File: config.mk
export PLATFORM = sky130hd
export DESIGN_NAME = uart_mdm_ctl
export DESIGN_NICKNAME = d
export VERILOG_FILES = /design/src/rtl/uart_mdm_pkg.sv /design/src/rtl/mdm_ctl_reg.sv /design/src/rtl/mdm_pin_drv.sv /design/src/rtl/mdm_stat_trk.sv /design/src/rtl/uart_mdm_ctl.sv
export SDC_FILE = /design/constraint.sdc
export NUM_CORES = 1
export LEC_CHECK = 0
export ABC_AREA = 1
export BUFFER_PORTS_ARGS = -buffer_cell sky130_fd_sc_hd__buf_2
export CAP_MARGIN = 25
export CORE_AREA = 2 2 45 47
export CTS_BUF_LIST = sky130_fd_sc_hd__clkbuf_8
export DETAILED_ROUTE_END_ITERATION = 8
export DIE_AREA = 0 0 47 49
export PLACE_DENSITY = 0.89
export SYNTH_ARGS = -nofsm -noshare
export SYNTH_HDL_FRONTEND = slang
export SYNTH_SLANG_ARGS = --single-unit
File: constraint.sdc
create_clock -name clk -period 1.35 [get_ports clk]
set_input_delay 0.2025 -clock clk [delete_from_list [all_inputs] [get_ports clk]]
set_output_delay 0.2025 -clock clk [all_outputs]
set_load 0.02 [all_outputs]
File: src/rtl/uart_mdm_pkg.sv
package uart_mdm_pkg;
   localparam int CTL_W      = 8;
   localparam int MDM_N      = 4;
   // control bit positions
   localparam int B_DTR      = 0;
   localparam int B_RTS      = 1;
   localparam int B_FRDY     = 2;
   localparam int B_GPO      = 3;
   localparam int B_LOOP     = 4;
   localparam int B_XANY     = 5;
   localparam int B_TACC     = 6;
   localparam int B_DIV4     = 7;
   localparam int PROT_LSB   = 5;

   typedef struct packed {
      logic cd;
      logic ri;
      logic dsr;
      logic cts;
   } mdm_in_t;

   function automatic mdm_in_t loop_route(input logic [CTL_W-1:0] c);
      mdm_in_t m;
      m.cts = c[B_RTS];
      m.dsr = c[B_DTR];
      m.ri  = c[B_FRDY];
      m.cd  = c[B_GPO];
      return m;
   endfunction
endpackage

File: src/rtl/mdm_ctl_reg.sv
module mdm_ctl_reg
   import uart_mdm_pkg::*;
#(
   parameter int W       = CTL_W,
   parameter int LOCK_LO = PROT_LSB
) (
   input  logic         clk,
   input  logic         rst_n,
   input  logic         wr,
   input  logic [W-1:0] wdata,
   input  logic         unlock,
   output logic [W-1:0] q
);
   localparam logic [W-1:0] LOCK_MASK = ~((W'(1) << LOCK_LO) - W'(1));

   initial begin
      if (LOCK_LO < 1 || LOCK_LO >= W) $error("mdm_ctl_reg: LOCK_LO out of range");
   end

   logic [W-1:0] wmask;
   assign wmask = unlock ? {W{1'b1}} : ~LOCK_MASK;

   always_ff @(posedge clk or negedge rst_n) begin
      if (!rst_n)  q <= '0;
      else if (wr) q <= (q & ~wmask) | (wdata & wmask);
   end


   upper_lock_chk: assert property (@(posedge clk) disable iff (!rst_n)
      (wr && !unlock) |=> ((q & LOCK_MASK) == ($past(q) & LOCK_MASK)));

   lower_load_chk: assert property (@(posedge clk) disable iff (!rst_n)
      wr |=> ((q & ~LOCK_MASK) == ($past(wdata) & ~LOCK_MASK)));
endmodule

File: src/rtl/mdm_pin_drv.sv
module mdm_pin_drv
   import uart_mdm_pkg::*;
#(
   parameter bit HAS_AUTO_RTS = 1'b1
) (
   input  logic [CTL_W-1:0] ctl,
   input  logic             auto_rts_en,
   input  logic             flow_rts,
   input  logic             tx_ser,
   input  logic             rx_pin,
   output logic             tx_pin,
   output logic             rx_ser,
   output logic             rts_n,
   output logic             dtr_n,
   output logic             gpo_n
);
   logic lp;
   logic rts_req;
   assign lp = ctl[B_LOOP];

   generate
      if (HAS_AUTO_RTS) begin : g_auto
         assign rts_req = auto_rts_en ? flow_rts : ctl[B_RTS];
      end else begin : g_manual
         logic unused_auto;
         assign unused_auto = auto_rts_en ^ flow_rts;
         assign rts_req = ctl[B_RTS];
      end
   endgenerate

   assign rts_n  = lp ? 1'b1 : ~rts_req;
   assign dtr_n  = lp ? 1'b1 : ~ctl[B_DTR];
   assign gpo_n  = lp ? 1'b1 : ~ctl[B_GPO];
   assign tx_pin = lp ? 1'b1 : tx_ser;
   assign rx_ser = lp ? tx_ser : rx_pin;


   always_comb begin
      loop_idle_chk: assert (!lp || (rts_n && dtr_n && gpo_n && tx_pin && (rx_ser == tx_ser)));
   end
endmodule

File: src/rtl/mdm_stat_trk.sv
module mdm_stat_trk
   import uart_mdm_pkg::*;
#(
   parameter int N = MDM_N
) (
   input  logic           clk,
   input  logic           rst_n,
   input  logic [N-1:0]   src,
   input  logic           rd,
   output logic [2*N-1:0] stat
);
   logic [N-1:0] lvl_q;
   logic [N-1:0] dlt_q;

   initial begin
      if (N < 1) $error("mdm_stat_trk: N must be positive");
   end

   always_ff @(posedge clk or negedge rst_n) begin
      if (!rst_n) lvl_q <= '0;
      else        lvl_q <= src;
   end

   generate
      for (genvar k = 0; k < N; k++) begin : g_dlt
         logic chg;
         assign chg = src[k] ^ lvl_q[k];
         always_ff @(posedge clk or negedge rst_n) begin
            if (!rst_n)   dlt_q[k] <= 1'b0;
            else if (chg) dlt_q[k] <= 1'b1;
            else if (rd)  dlt_q[k] <= 1'b0;
         end

         dlt_set_chk: assert property (@(posedge clk) disable iff (!rst_n)
            ($past(rst_n) && (lvl_q[k] != $past(lvl_q[k]))) |-> dlt_q[k]);

         dlt_clr_chk: assert property (@(posedge clk) disable iff (!rst_n)
            ($past(rst_n) && $past(rd) && (lvl_q[k] == $past(lvl_q[k]))) |-> !dlt_q[k]);
      end
   endgenerate

   assign stat = {lvl_q, dlt_q};
endmodule

File: src/rtl/uart_mdm_ctl.sv
module uart_mdm_ctl
   import uart_mdm_pkg::*;
#(
   parameter bit HAS_AUTO_RTS = 1'b1
) (
   input  logic       clk,
   input  logic       rst_n,
   input  logic       reg_wr,
   input  logic [7:0] wr_data,
   input  logic       reg_rd,
   input  logic       efr_en,
   input  logic       auto_rts_en,
   input  logic       flow_rts,
   input  logic       tx_ser,
   input  logic       rx_pin,
   input  logic       cts_n,
   input  logic       dsr_n,
   input  logic       ri_n,
   input  logic       cd_n,
   output logic       tx_pin,
   output logic       rx_ser,
   output logic       rts_n,
   output logic       dtr_n,
   output logic       gpo_n,
   output logic       presc_div4,
   output logic       tcr_access,
   output logic       xon_any,
   output logic       fifo_rdy_en,
   output logic       loop_mode,
   output logic [7:0] ctl_q,
   output logic [7:0] msr_q
);
   initial begin
      if (CTL_W != 8) $error("uart_mdm_ctl: control byte must be 8 bits");
      if (2*MDM_N != 8) $error("uart_mdm_ctl: status byte must be 8 bits");
   end

   logic [CTL_W-1:0] ctl;
   mdm_in_t          ext_in;
   mdm_in_t          sel_in;

   mdm_ctl_reg #(.W(CTL_W), .LOCK_LO(PROT_LSB)) u_reg (
      .clk(clk), .rst_n(rst_n), .wr(reg_wr), .wdata(wr_data),
      .unlock(efr_en), .q(ctl));

   mdm_pin_drv #(.HAS_AUTO_RTS(HAS_AUTO_RTS)) u_drv (
      .ctl(ctl), .auto_rts_en(auto_rts_en), .flow_rts(flow_rts),
      .tx_ser(tx_ser), .rx_pin(rx_pin), .tx_pin(tx_pin), .rx_ser(rx_ser),
      .rts_n(rts_n), .dtr_n(dtr_n), .gpo_n(gpo_n));

   assign ext_in.cts = ~cts_n;
   assign ext_in.dsr = ~dsr_n;
   assign ext_in.ri  = ~ri_n;
   assign ext_in.cd  = ~cd_n;
   assign sel_in = ctl[B_LOOP] ? loop_route(ctl) : ext_in;

   mdm_stat_trk #(.N(MDM_N)) u_stat (
      .clk(clk), .rst_n(rst_n), .src(sel_in), .rd(reg_rd), .stat(msr_q));

   assign ctl_q       = ctl;
   assign presc_div4  = ctl[B_DIV4];
   assign tcr_access  = ctl[B_TACC];
   assign xon_any     = ctl[B_XANY];
   assign fifo_rdy_en = ctl[B_FRDY];
   assign loop_mode   = ctl[B_LOOP];


   ext_status_chk: assert property (@(posedge clk) disable iff (!rst_n)
      ($past(rst_n) && !$past(ctl[B_LOOP])) |->
         (msr_q[7:4] == ~$past({cd_n, ri_n, dsr_n, cts_n})));

   loop_status_chk: assert property (@(posedge clk) disable iff (!rst_n)
      ($past(rst_n) && $past(ctl[B_LOOP])) |->
         (msr_q[7:4] == $past({ctl[B_GPO], ctl[B_FRDY], ctl[B_DTR], ctl[B_RTS]})));
endmodule

### Word-level counts from Yosys, hierarchy flattened

Index checks and enable logic that the tools add are counted.

* register bits after elaboration: 16
* input port bits: 21
* output and inout bits: 26
* logic and storage cells: 38

* muxes and demuxes: 13
* bitwise gates (word level): 15
* reductions and logical operators: 4

Operators with widths (number)
* 8-bit bitwise AND: 2
* 1-bit two-way mux: 11
* 8-bit two-way mux: 1
* 8-bit NOT: 1
* 8-bit OR: 1
* 2-bit nonzero test: 4
* 1-bit NOT: 7
* 4-bit two-way mux: 1
* 1-bit XOR: 4

### Longest topological paths before layout

Gate-level depths: netlist of the first run.

* depth after elaboration: 4
* depth in mapped cells: 5
* gate-level depth less buffers: 4

### Modules after synthesis

From an unflattened synthesis of the first run, not the netlist that was laid out.

* cells, all modules: 93
* area, all modules: 739.5 um^2

By module, submodules not included
* mdm_ctl_reg: times used 1, cells an instance 34, area an instance 315.3 um^2, sequential area each 200.2 um^2
* mdm_stat_trk: times used 1, cells an instance 33, area an instance 299.0 um^2, sequential area each 200.2 um^2
* uart_mdm_ctl: times used 1, cells an instance 13, area an instance 72.6 um^2, sequential area each 0.0 um^2
* mdm_pin_drv: times used 1, cells an instance 13, area an instance 52.6 um^2, sequential area each 0.0 um^2

### Worst setup path after synthesis of the first run

Ideal clock, no wire load.

* path kind: register to output
* start: register u_reg.q[4]
* end: output tx_pin
* arrival time: 0.957 ns
* required time: 1.148 ns
* path slack: 0.190 ns
* cell stages (with the launch flop): 3
* buffers on the path: 1
* cell sequence: dfrtp_1 > buf_4 > or2_1

* longest elaborated chain between the ends: 1

RTL lines
* start, declared: RTL line mdm_ctl_reg.sv:12 `output logic [W-1:0] q`
* start signal, assigned: RTL line mdm_ctl_reg.sv:25 `else if (wr) q <= (q & ~wmask) | (wdata & wmask);`
* 1-bit two-way mux: RTL line mdm_pin_drv.sv:34 `assign tx_pin = lp ? 1'b1 : tx_ser;`
* end, declared: RTL line uart_mdm_ctl.sv:20 `output logic tx_pin,`

No other way between the ends.

### Worst setup path after layout of the first run

Ends and elaborated chain as after synthesis.

==> impl_metrics.env, run 1 <==
export IMPL_final_fill_count=172
export IMPL_coreArea_sq_mm=0.001842
export IMPL_min_delay_path_class="in2reg"
export IMPL_met3_wirelength_microns=125
export IMPL_synth_nets=120
export IMPL_synth_top_area_share_pct=50.87
export IMPL_ys_types=11
export IMPL_clock_tree_from_tritoncts="built"
export IMPL_power_density_mw_per_mm2=1287
export IMPL_cp_arrival_ps=1090
export IMPL_tritoncts_num_buffers=3
export IMPL_drt_vias_per_instance=4.567
export IMPL_clock_skew_final_ps=5.025
export IMPL_p_seq_share_pct=42.3
export IMPL_status="finished clean"
export IMPL_via_count=781
export IMPL_netlist_top_cell_by_area="sky130_fd_sc_hd__dfrtp_1"
export IMPL_cts_h_tree_depth=1
export IMPL_gp_routability_congestion=0.7337
export IMPL_drt_iter0_drc=11
export IMPL_totalWireLength_mm=1.753
export IMPL_clk_transition_reported_paths_ps=60
export IMPL_worst_path_cell_with_the_longest_stage_delay="sky130_fd_sc_hd__dfrtp_2"
export IMPL_wl_met2_microns=840
export IMPL_path_delay_family="flip-flops"
export IMPL_cts_root_to_sink_buffers=2
export IMPL_worstSkewPairLatency_ps=240
export IMPL_post_place_ws_ps=208.9
export IMPL_timing_critical_path_to_type="output port"
export IMPL_routed_top_layer="met4"
export IMPL_whs_ps=166.4
export IMPL_hold_violation_total_from_the_final_report=0
export IMPL_synth_sequential_area_ratio_pct=50.87
export IMPL_vdd_drop_max_uv=976.1
export IMPL_fin_crit_sh_pct=96.01
export IMPL_detail_route_wl_per_cell_microns=10.25
export IMPL_share_clk_of_total_power_pct=29.6
export IMPL_power_switching_share_pct=32.10
export IMPL_number_of_endpoints_failing_setup_at_the_final_stage=0
export IMPL_cts_sinks=16
export IMPL_globalRoute_totalOverflow=0
export IMPL_leakage_nw=0.6201
export IMPL_netSwitchingPower_mw=0.4446
export IMPL_fin_nets=166
export IMPL_postSynthRegisterBits=16
export IMPL_hpwl_mm=1.395
export IMPL_worstSetupStartpointType="flip-flop"
export IMPL_die_h_microns=49
export IMPL_fin_total_pwr_mw=1.385
export IMPL_worstPathBufferInverterCount=1
export IMPL_grtUsageTotal_pct=17.16
export IMPL_crit_type="reg2out"
export IMPL_slew_headroom_pct=77.13
export IMPL_int_power_mw=0.9402
export IMPL_rsz0062_at_grt="yes"
export IMPL_die_area_sq_mm=0.002303
export IMPL_io_pins=47
export IMPL_achievable_frequency_mhz=771.5
export IMPL_grt_antenna_before_repair=0
export IMPL_port_buffers=46
export IMPL_m1WireLength_microns=742
export IMPL_post_route_min_period_ps=1296
export IMPL_num_antenna_cells=0
export IMPL_worstPathCellList="or2_1 -> buf_4"
export IMPL_combinationalPowerShare_pct=28.0
export IMPL_worst_slew_pin_transition_ps=343.1
export IMPL_ant_nets=0
export IMPL_remaining_drc_errors=0
export IMPL_synth_top_cells_by_area="sky130_fd_sc_hd__dfrtp_1, sky130_fd_sc_hd__nand2_1, sky130_fd_sc_hd__nand3_1"
export IMPL_start_util_pct=42.73
export IMPL_slew_violations=0
export IMPL_worstPathMaxFanout=8
export IMPL_required_ps=1150
export IMPL_drive_gt1_share_pct=38.19
export IMPL_synth_cells=99
export IMPL_layout_common_cells="sky130_fd_sc_hd__buf_2, sky130_fd_sc_hd__nand2_1, sky130_fd_sc_hd__dfrtp_1, sky130_fd_sc_hd__nand3_1, sky130_fd_sc_hd__inv_1"
export IMPL_clk_root_buffer_cell="sky130_fd_sc_hd__clkbuf_8"
export IMPL_synth_warnings=0
export IMPL_summed_instance_area_of_the_synthesized_netlist_sq_um=787.0
export IMPL_utilization_pct=58.42
export IMPL_cpPeakStageDelay_ps=460
export IMPL_postSynthAreaPerCell_sq_um=7.950
export IMPL_overall_die_width_microns=47
export IMPL_first_pass_iters=4
export IMPL_cap_viol_max_count=0
export IMPL_core_rowCount=16
export IMPL_syn2layout_area_growth_pct=36.72
export IMPL_grt_max_degree=17
export IMPL_layout_setup_ws_ps=53.85
export IMPL_grt_first_pass_wirelength_mm=2.960
export IMPL_mostFrequentLayoutCell="sky130_fd_sc_hd__buf_2"
export IMPL_grt_pass1_vias=692
-- tightest hold or removal path, stage by stage --
cell	delay, ps
sky130_fd_sc_hd__buf_2	70
sky130_fd_sc_hd__nand2_1	40
sky130_fd_sc_hd__o21ai_0	60
-- per-stage QoR --
| stage | cell area (sq um) | setup TNS, ps | cells |
|---|---|---|---|
| after floorplan | 787.0 | 0 | 99 |
| after global placement | 994.7 | 0 | 165 |
| after CTS | 1064 | 0 | 170 |
| after global routing | 1076 | -10.00 | 171 |
| after detailed placement | 994.7 | 0 | 165 |
| final | 1076 | 0 | 171 |
-- power groups by stage --
stage | sequential, mW | clock, mW | combinational [mW]
after global routing | 0.595 | 0.434 | 0.426
after detailed placement | 0.592 | 0 | 0.382
after global placement | 0.590 | 0 | 0.374
after CTS | 0.587 | 0.415 | 0.386
after floorplan | 0.664 | 0 | 0.184
final | 0.586 | 0.410 | 0.388
-- cell type report --
class / count / area, sq um / area share (%)
clock buffers: 4 / 55.05 / 5.116
inverters: 10 / 42.54 / 3.953
multi-input cells: 65 / 285.3 / 26.51
flip-flops and latches: 16 / 401.6 / 37.33
well taps: 27 / 33.78 / 3.140
repair buffers: 49 / 257.7 / 23.95
-- synth_stat cells --
cell / count
sky130_fd_sc_hd__buf_4: 7
sky130_fd_sc_hd__buf_6: 1
sky130_fd_sc_hd__dfrtp_1: 16
sky130_fd_sc_hd__inv_1: 9
sky130_fd_sc_hd__inv_2: 1
sky130_fd_sc_hd__nand2_1: 42
sky130_fd_sc_hd__nand2_2: 1
sky130_fd_sc_hd__nand3_1: 11
sky130_fd_sc_hd__nand3b_1: 4
sky130_fd_sc_hd__o21ai_0: 6
sky130_fd_sc_hd__or2_1: 1
-- path summary, 6_finish.rpt --
kind / start / endpoint / slack, ps / cells after the start
max: u_reg.q[4] / tx_pin / 50 / 2
max reg2reg: u_reg.q[4] / u_stat.stat[1] / 320 / 5
min in group asynchronous: rst_n / u_reg.q[1] / 390 / 2
min: wr_data[1] / u_reg.q[1] / 170 / 3
min reg2reg: u_stat.stat[3] / u_stat.stat[3] / 490 / 2
max in group asynchronous: rst_n / u_reg.q[4] / 690 / 2
-- cells by family (layout without fill, tap and decap cells) --
logic type	Yosys count	in the layout	synth area share [%]
AO/OA/AOI/OAI	6	6	3.816
buffers and inverters	18	63	12.88
flip-flops	16	16	50.87
AND/OR/NAND/NOR	59	59	32.43
-- layer usage --
layer / up-vias / global-route usage, %
li1: 393 / -
met1: 352 / 22.84
met2: 32 / 26.48
met3: 4 / 1.852
met4: 0 / 9.259
met5: - / 0
-- timing repair --
action | 4_1_cts | 5_1_grt
pin swaps | 0 | 1
setup endpoints to repair | 2 | 3
endpoints found under the hold margin | 16 | 0
resized for setup | 2 | 4
gates cloned | 0 | 0
hold buffers | 1 | 0
setup buffers | 0 | 1
No activity file was read; power rests on OpenSTA's default activity.
==> inputs of run 2 (changes only) <==
--- a/config.mk
+++ b/config.mk
@@ -5,14 +5,13 @@
 export SDC_FILE = /design/constraint.sdc
 export NUM_CORES = 1
 export LEC_CHECK = 0
-export ABC_AREA = 1
 export BUFFER_PORTS_ARGS = -buffer_cell sky130_fd_sc_hd__buf_2
 export CAP_MARGIN = 25
-export CORE_AREA = 2 2 45 47
+export CORE_AREA = 2 2 44 46
 export CTS_BUF_LIST = sky130_fd_sc_hd__clkbuf_8
 export DETAILED_ROUTE_END_ITERATION = 8
-export DIE_AREA = 0 0 47 49
-export PLACE_DENSITY = 0.89
+export DIE_AREA = 0 0 46 48
+export PLACE_DENSITY = 0.91
 export SYNTH_ARGS = -nofsm -noshare
 export SYNTH_HDL_FRONTEND = slang
 export SYNTH_SLANG_ARGS = --single-unit
==> run 2 against run 1 <==
  * Non-clock buffer count is 2 higher
  * Highest routed layer is now met3
  * Synthesized cell count shrank 36%
  * Global-route usage down 1.5 points
  * Cell count fell by 26%
  * Fmax decreased by 2.9%
  * Combinational power increased by 20%
==> impl_metrics.env, run 2 <==
export IMPL_synth_nets=84
export IMPL_regToRegSetupSlack_ps=70
export IMPL_cts_sinks=16
export IMPL_via_count=619
export IMPL_grt_max_degree=17
export IMPL_regArea_sq_um=401.6
export IMPL_whs_ps=159.5
export IMPL_min_delay_path_class="in2reg"
export IMPL_slew_headroom_pct=75.87
export IMPL_start_util_pct=44.89
export IMPL_cpPeakStageDelay_ps=430
export IMPL_worst_path_cell_with_the_longest_stage_delay="sky130_fd_sc_hd__dfrtp_2"
export IMPL_path_delay_family="flip-flops"
export IMPL_grt_antenna_before_repair=0
export IMPL_totalWireLength_mm=1.662
export IMPL_summed_instance_area_of_the_synthesized_netlist_sq_um=758.2
export IMPL_cap_viol_max_count=0
export IMPL_path_common_cell="sky130_fd_sc_hd__buf_6"
export IMPL_cp_arrival_ps=1130
export IMPL_leakage_nw=0.5423
export IMPL_clk_transition_reported_paths_ps=60
export IMPL_post_route_min_period_ps=1335
export IMPL_synth_cells=63
export IMPL_netlist_top_cell_by_area="sky130_fd_sc_hd__dfrtp_1"
export IMPL_synth_edff_count=0
export IMPL_synth_sequential_area_ratio_pct=52.81
export IMPL_grt_first_pass_wirelength_mm=2.373
export IMPL_final_fill_count=143
export IMPL_clk_root_buffer_cell="sky130_fd_sc_hd__clkbuf_8"
export IMPL_share_clk_of_total_power_pct=24.1
export IMPL_synth_top_area_share_pct=52.81
export IMPL_drive_gt1_share_pct=60.91
export IMPL_critical_path_reg2reg_startpoint="u_reg.q[4]"
export IMPL_combinationalPowerShare_pct=33.4
export IMPL_worstSetupStartpoint="u_reg.q[4]"
export IMPL_die_area_sq_mm=0.002208
export IMPL_worstSetupEndpoint="rts_n"
export IMPL_reg2reg_to="u_stat.stat[3]"
export IMPL_worstSkewPairLatency_ps=240
export IMPL_worstPathMaxFanout=6
export IMPL_num_antenna_cells=0
export IMPL_netSwitchingPower_mw=0.4526
export IMPL_area_occupied_by_multi_input_gates_sq_um=300.3
export IMPL_io_pins=47
export IMPL_synthTopCellsByCount="sky130_fd_sc_hd__dfrtp_1, sky130_fd_sc_hd__nor2b_1, sky130_fd_sc_hd__mux2i_1"
export IMPL_postSynthRegisterBits=16
export IMPL_worstPathBufferInverterCount=2
export IMPL_synth_warnings=0
export IMPL_syn2layout_area_growth_pct=40.76
export IMPL_worstSetupStartpointType="flip-flop"
export IMPL_die_h_microns=48
export IMPL_port_buffers=46
export IMPL_ys_flop_type="sky130_fd_sc_hd__dfrtp_1"
export IMPL_utilization_pct=63.19
export IMPL_timing_reg2reg_worst_path_depth=5
export IMPL_clock_tree_from_tritoncts="built"
export IMPL_power_density_mw_per_mm2=1311
export IMPL_worst_slew_pin_transition_ps=362.0
export IMPL_detail_route_wl_per_cell_microns=13.09
export IMPL_postSynthAreaPerCell_sq_um=12.04
export IMPL_power_switching_share_pct=32.34
export IMPL_synth_top_cells_by_area="sky130_fd_sc_hd__dfrtp_1, sky130_fd_sc_hd__mux2i_1, sky130_fd_sc_hd__mux2_2"
export IMPL_status="finished clean"
export IMPL_vdd_drop_max_uv=644.9
export IMPL_int_power_mw=0.9467
export IMPL_yosys_cell_count_top_type="sky130_fd_sc_hd__dfrtp_1"
export IMPL_timing_critical_path_to_type="output port"
export IMPL_mostFrequentLayoutCell="sky130_fd_sc_hd__buf_2"
export IMPL_async_flop_share_pct=100.0
export IMPL_number_of_endpoints_failing_setup_at_the_final_stage=0
export IMPL_achievable_frequency_mhz=749.2
export IMPL_crit_type="reg2out"
export IMPL_coreArea_sq_mm=0.001689
export IMPL_gp_routability_congestion=0.7157
export IMPL_timing_critical_path_depth=3
export IMPL_ant_nets=0
export IMPL_rsz0062_at_grt="yes"
export IMPL_tritoncts_num_buffers=3
export IMPL_slew_violations=0
export IMPL_globalRoute_totalOverflow=0
export IMPL_required_ps=1150
export IMPL_finish_cell_count_without_fillers=127
export IMPL_layout_common_cells="sky130_fd_sc_hd__buf_2, sky130_fd_sc_hd__dfrtp_1, sky130_fd_sc_hd__nor2b_1, sky130_fd_sc_hd__mux2i_1"
export IMPL_drt_iter0_drc=3
export IMPL_hpwl_mm=1.238
export IMPL_dp_cells=120
export IMPL_ys_types=17
export IMPL_clock_skew_final_ps=1.187
export IMPL_fin_crit_sh_pct=98.87
export IMPL_first_pass_iters=3
export IMPL_overall_die_width_microns=46
export IMPL_core_rowCount=15
export IMPL_remaining_drc_errors=0
export IMPL_grtUsageTotal_pct=15.70
export IMPL_grt_pass1_vias=574
export IMPL_p_seq_share_pct=42.6
export IMPL_hold_violation_total_from_the_final_report=0
export IMPL_drt_vias_per_instance=4.874
export IMPL_cts_root_to_sink_buffers=2
export IMPL_worstPathCellList="buf_6 -> or2_1 -> buf_6"
export IMPL_cts_h_tree_depth=1
export IMPL_fin_nets=133
## run 2: cell count changes in the layout (fill, tap and decap cells not counted), moves of 4 or more
| cell | previous run | this run |
|---|---|---|
| sky130_fd_sc_hd__nand3b_1 | 4 | 0 |
| sky130_fd_sc_hd__mux2i_1 | 0 | 6 |
| sky130_fd_sc_hd__o21ai_0 | 5 | 1 |
| sky130_fd_sc_hd__inv_1 | 9 | 1 |
| sky130_fd_sc_hd__buf_6 | 0 | 5 |
| sky130_fd_sc_hd__nand2_1 | 42 | 1 |
| sky130_fd_sc_hd__nor2_1 | 0 | 4 |
| sky130_fd_sc_hd__nor2b_1 | 0 | 8 |
| sky130_fd_sc_hd__nand3_1 | 11 | 0 |
| sky130_fd_sc_hd__mux2_2 | 0 | 5 |
## run 2: what timing repair did
item / 4_1_cts / 5_1_grt
endpoints found under the setup margin: 1 / 6
pin swaps: 1 / 0
endpoints found under the hold margin: 16 / 0
gates cloned: 0 / 0
setup buffers: 3 / 0
hold buffers: 1 / 0
gates resized for setup: 3 / 7
## run 2: area by class of cell
class | instances | area share (%)
Multi-Input combinational cell | 39 | 28.14
Inverter | 1 | 0.3517
Sequential cell | 16 | 37.63
Tap cell | 17 | 1.993
Clock buffer | 3 | 3.869
Timing Repair Buffer | 51 | 28.02
## run 2: per-stage QoR
step	power (mW)	setup WS, ps	area, sq um	setup TNS (ps)
floorplan	0.8988	31.53	758.2	0
global placement	1.021	189.0	963.4	0
detailed placement	1.035	180.8	963.4	0
CTS	1.399	-12.30	1047	-12.30
global route	1.477	-29.31	1067	-61.09
finish	1.399	15.28	1067	0
## run 2: kinds of logic after synthesis
group / share of synthesized area (%)
AO/OA/AOI/OAI: 4.125
buffers and inverters: 7.590
flip-flops: 52.80
multiplexers: 19.80
AND/OR/NAND/NOR: 15.68
## run 2: how the worst min path moves through the flow
stage               start                    endpoint  slack, ps  cells after the start
detailed placement  rst_n             u_stat.lvl_q[2]        130                      1
global placement    rst_n             u_stat.lvl_q[2]        120                      1
global route         ri_n             u_stat.lvl_q[2]        170                      2
finish               ri_n             u_stat.lvl_q[2]        160                      2
floorplan           rst_n  asynchronous set/reset pin        -90                      0
CTS                  cd_n             u_stat.lvl_q[3]        150                      2
## run 2: worst register-to-register path: cells and delay by family, from the launching register on
kind / cells / cell delay [ps]
flops: 1 / 430
mux: 1 / 190
compound gates: 1 / 150
buf+inv: 3 / 430
## run 2: metal layers
layer | share of wire [%] | track usage (%) | vias to the layer above
met5 | 0 | 0 | -
met4 | 0 | 6.857 | 0
met3 | 4.8 | 3.396 | 0
met2 | 56 | 28.89 | 24
met1 | 39 | 17.34 | 298
li1 | - | - | 297
## run 2: power by group through the flow
stage	Sequential [mW]	Combinational, mW	Clock (mW)
after floorplan	0.691	0.208	0
after global placement	0.599	0.422	0
after detailed placement	0.604	0.432	0
after CTS	0.596	0.456	0.346
after global routing	0.606	0.502	0.369
final	0.596	0.467	0.337
